### src/rtl/sgi_pkg.sv
package sgi_pkg;

    localparam int MAX_CPUS   = 8;
    localparam int NUM_IDS    = 16;
    localparam int ID_W       = 4;
    localparam int CPU_W      = 3;
    localparam int TGT_LSB    = 16;
    localparam int ID_LSB     = 0;

    typedef logic [NUM_IDS-1:0]  id_vec_t;
    typedef logic [MAX_CPUS-1:0] cpu_list_t;

    typedef struct packed {
        cpu_list_t        targets;
        logic [ID_W-1:0]  id;
    } trig_word_t;

    typedef struct packed {
        logic             hit;
        cpu_list_t        targets;
        id_vec_t          id_mask;
    } trig_req_t;

    function automatic trig_word_t unpack_trig(input logic [31:0] word);
        trig_word_t t;
        t.targets = word[TGT_LSB +: MAX_CPUS];
        t.id      = word[ID_LSB +: ID_W];
        return t;
    endfunction

    function automatic id_vec_t id_onehot(input logic [ID_W-1:0] id);
        id_vec_t v;
        v = '0;
        v[id] = 1'b1;
        return v;
    endfunction

endpackage

### src/rtl/sgi_decode.sv
module sgi_decode
    import sgi_pkg::*;
#(
    parameter int                NUM_CPUS  = 4,
    parameter int                ADDR_W    = 12,
    parameter logic [ADDR_W-1:0] TRIG_ADDR = 12'hF00
) (
    input  logic              wr_en,
    input  logic [ADDR_W-1:0] wr_addr,
    input  logic [31:0]       wr_data,
    output trig_req_t         req
);
    trig_word_t word;
    cpu_list_t  live;

    assign word = unpack_trig(wr_data);

    // Keep only the lanes of processors that exist.
    generate
        for (genvar g = 0; g < MAX_CPUS; g++) begin : g_lane
            if (g < NUM_CPUS) begin : g_live
                assign live[g] = word.targets[g];
            end else begin : g_dead
                assign live[g] = 1'b0;
            end
        end
    endgenerate

    always_comb begin
        req.hit     = wr_en && (wr_addr == TRIG_ADDR) && (|live);
        req.targets = live;
        req.id_mask = id_onehot(word.id);
    end

endmodule

### src/rtl/sgi_bank.sv
module sgi_bank
    import sgi_pkg::*;
(
    input  logic    clk,
    input  logic    rst,
    input  logic    set_req,
    input  id_vec_t set_mask,
    input  logic    clr_req,
    input  id_vec_t clr_mask,
    output id_vec_t pend,
    output id_vec_t stb
);
    id_vec_t pend_q;
    id_vec_t stb_q;
    id_vec_t set_v;
    id_vec_t clr_v;

    always_comb begin
        set_v = set_req ? set_mask : '0;
        clr_v = clr_req ? clr_mask : '0;
    end

    always_ff @(posedge clk) begin
        if (rst) begin
            pend_q <= '0;
            stb_q  <= '0;
        end else begin
            pend_q <= (pend_q & ~clr_v) | set_v;
            stb_q  <= set_v & ~pend_q;
        end
    end

    assign pend = pend_q;
    assign stb  = stb_q;

endmodule

### src/rtl/sgi_gen.sv
module sgi_gen
    import sgi_pkg::*;
#(
    parameter int                NUM_CPUS  = 4,
    parameter int                ADDR_W    = 12,
    parameter logic [ADDR_W-1:0] TRIG_ADDR = 12'hF00
) (
    input  logic                      clk,
    input  logic                      rst,
    input  logic                      wr_en,
    input  logic [ADDR_W-1:0]         wr_addr,
    input  logic [31:0]               wr_data,
    input  logic                      clr_en,
    input  logic [2:0]                clr_cpu,
    input  logic [3:0]                clr_id,
    output logic [NUM_CPUS*16-1:0]    pend_o,
    output logic [NUM_CPUS*16-1:0]    set_stb_o
);
    localparam int LANE_W = NUM_IDS;

    trig_req_t req;
    id_vec_t   clr_mask;

    sgi_decode #(
        .NUM_CPUS (NUM_CPUS),
        .ADDR_W   (ADDR_W),
        .TRIG_ADDR(TRIG_ADDR)
    ) u_decode (
        .wr_en  (wr_en),
        .wr_addr(wr_addr),
        .wr_data(wr_data),
        .req    (req)
    );

    assign clr_mask = id_onehot(clr_id);

    generate
        for (genvar c = 0; c < NUM_CPUS; c++) begin : g_cpu
            logic    set_c;
            logic    clr_c;
            id_vec_t pend_c;
            id_vec_t stb_c;

            assign set_c = req.hit && req.targets[c];
            assign clr_c = clr_en && (clr_cpu == CPU_W'(c));

            sgi_bank u_bank (
                .clk     (clk),
                .rst     (rst),
                .set_req (set_c),
                .set_mask(req.id_mask),
                .clr_req (clr_c),
                .clr_mask(clr_mask),
                .pend    (pend_c),
                .stb     (stb_c)
            );

            assign pend_o[c*LANE_W +: LANE_W]    = pend_c;
            assign set_stb_o[c*LANE_W +: LANE_W] = stb_c;
        end
    endgenerate

endmodule

### config.mk
export PLATFORM = sky130hd
export DESIGN_NAME = sgi_gen
export DESIGN_NICKNAME = d
export VERILOG_FILES = /design/src/rtl/sgi_pkg.sv /design/src/rtl/sgi_decode.sv /design/src/rtl/sgi_bank.sv /design/src/rtl/sgi_gen.sv
export SDC_FILE = /design/constraint.sdc
export NUM_CORES = 1
export LEC_CHECK = 0
export BUFFER_PORTS_ARGS = -buffer_cell sky130_fd_sc_hd__buf_2
export CORE_MARGIN = 5
export CORE_UTILIZATION = 45
export CTS_CLUSTER_SIZE = 24
export DETAILED_ROUTE_END_ITERATION = 7
export HOLD_SLACK_MARGIN = 0.08
export PLACE_DENSITY = 0.82
export SLEW_MARGIN = 20
export SYNTH_ARGS = -nofsm -noshare
export SYNTH_HDL_FRONTEND = slang
export SYNTH_HIERARCHICAL = 1
export SYNTH_SLANG_ARGS = --single-unit
### constraint.sdc
create_clock -name clk -period 1.6 [get_ports clk]
set_input_delay 0.08 -clock clk [delete_from_list [all_inputs] [get_ports clk]]
set_output_delay 0.08 -clock clk [all_outputs]
set_load 0.05 [all_outputs]
==> run metrics <==
Fin. Hold Viols 0; most common cell after layout, fill and taps aside buf_2; Slew headroom 63.6%; FMAX 733 MHz; CP Buf/Inv Count 1; clk sink count 128; Mapped Nets 537; Least-Margin Pin Slew 0.545 ns; largest net degree at the start of global routing 36; DR vias/cell 5.33; cells after synthesis 482; clock root buffer clkbuf_16; final setup fails 0; HP Class input pin to flop; number of DRC markers in iteration 0 212; layout cells sized above 1 50.8%; GRT Residual Overflow 0; max incr delay on CP 0.38 ns; P_leak 2.88 nW; cell mode on critical path nor4_2; sequential group share of total power 43.1%; largest fanout on the critical path 16; Arr. time, crit path 1.69 ns; CTS tree done; CP cell instances buf_2, nor4_2, nand2_1, nor4_2, and2_1, nand2b_4, nor3b_1; CP top delay family simple AND/OR/NAND/NOR gates; die area 13900 um2; DRC 0; nets 702; Post-CTS Setup Repair Bufs 0; Layout area overhead 29.0%; Mapped Area 5240 um2; global-route wire length before repair 23700 um; hold slack 0.160 ns; Initial Utilization 45.9%; status finished clean; clk buf depth 2; Total Power 0.00740 W; startpoint types input pin; Tot GR Track Use 21.4%; cts-stage hold buffer count 0; DR WL/cell 18.6 um; power share of the clock group 53.7%; GP Congestion 0.823; clk_lat worst skew 0.42 ns; period utilization 85.2%; post-CTS sizing 0; FP Rows 39; Post-DP HPWL 10500 um; CP max stage cell nor4_2; Avg Inst Size Synth 10.9 um2; Peak VDD IR 0.698 mV; Worst-path clk slew 0.05 ns; clock skew 0.00428 ns; CP Capture Type flop; cell-internal power 0.00590 W; I/O pins 183; first-pass iteration count of the detailed router 6; Max Transition Viols Final 0; Max Cap Viol 0; Crit Path Class input pin to flop; DIE WIDTH 118 um; highest-count cells in the layout ignoring fill and taps 158 x buf_2, 128 x dfxtp_1, 67 x nand2_1; antenna viol nets, final 0; switch share 20.3%; Die Ht 118 um; synth warn 6; Comb power frac 3.2%; Sw Pwr 0.00150 W; worst path required time 1.92 ns; htree depth 4; initial antenna violation count 3; total core area 11400 um2; crit path time final 1.36 ns; WL final 15000 um; IO buf count 158; via count 4288; Total Neg Setup Slack 0 ns; vias in the first global route 4423; TritonCTS Buffers 17; unrepaired setup endpoints after global routing false; pwr dens 1100 nW/um2
cell type report:
| type | instances | area, um2 |
|---|---|---|
| Timing Repair Buffer | 186 | 1010 |
| Clock buffer | 20 | 447 |
| Fill cell | 946 | 4660 |
| Tap cell | 143 | 179 |
| Clock inverter | 11 | 164 |
| Sequential cell | 128 | 2560 |
| Multi-Input combinational cell | 314 | 2390 |
| Antenna cell | 3 | 7.51 |
stage by stage:
step,instances,utilization (%),setup slack [ns],area (um2)
6_report,805,59.2,0.236,6760
5_1_grt,805,59.2,0.0644,6760
4_1_cts,802,59.1,0.213,6750
3_5_place_dp,771,53.8,-0.204,6140
3_3_place_gp,771,53.8,-0.136,6140
2_1_floorplan,482,-,0.0328,5240
state kept, by name (all words and copies together), names as in the netlist:
register           flops
g_cpu.u_bank/pend     64
g_cpu.u_bank/stb      64
power by group through the flow:
stage,Combinational [W],Clock (W),Sequential (W)
2_1_floorplan,0.000140,0,0.00326
3_3_place_gp,0.000225,0,0.00326
3_5_place_dp,0.000230,0,0.00326
4_1_cts,0.000232,0.00404,0.00319
5_1_grt,0.000250,0.00420,0.00319
6_report,0.000235,0.00398,0.00319
tightest hold or removal path: cells and delay by family:
kind,cells,cell delay (ns)
simple gates,2,0.29
buf+inv,1,0.14
final timing paths:
path | from | endpoint | slack (ns) | depth (start not counted)
max | wr_addr[2] | g_cpu[1].u_bank/stb[4]$_SDFF_PP0_ | 0.24 | 7
min | rst | g_cpu[0].u_bank/stb[3]$_SDFF_PP0_ | 0.16 | 3
min reg2reg | g_cpu[3].u_bank/pend[4]$_SDFF_PP0_ | g_cpu[3].u_bank/stb[4]$_SDFF_PP0_ | 0.44 | 1
max reg2reg | g_cpu[1].u_bank/pend[11]$_SDFF_PP0_ | g_cpu[1].u_bank/pend[11]$_SDFF_PP0_ | 0.72 | 2
metal layers:
metal / vias up / GRT usage (%) / wire [um]
met5: - / 0 / 0
met4: 0 / 11.3 / 423
met3: 36 / 6.49 / 894
met2: 150 / 35.3 / 7430
met1: 2092 / 24.9 / 6240
li1: 2010 / - / -
Power figures use the tool's default switching activity.
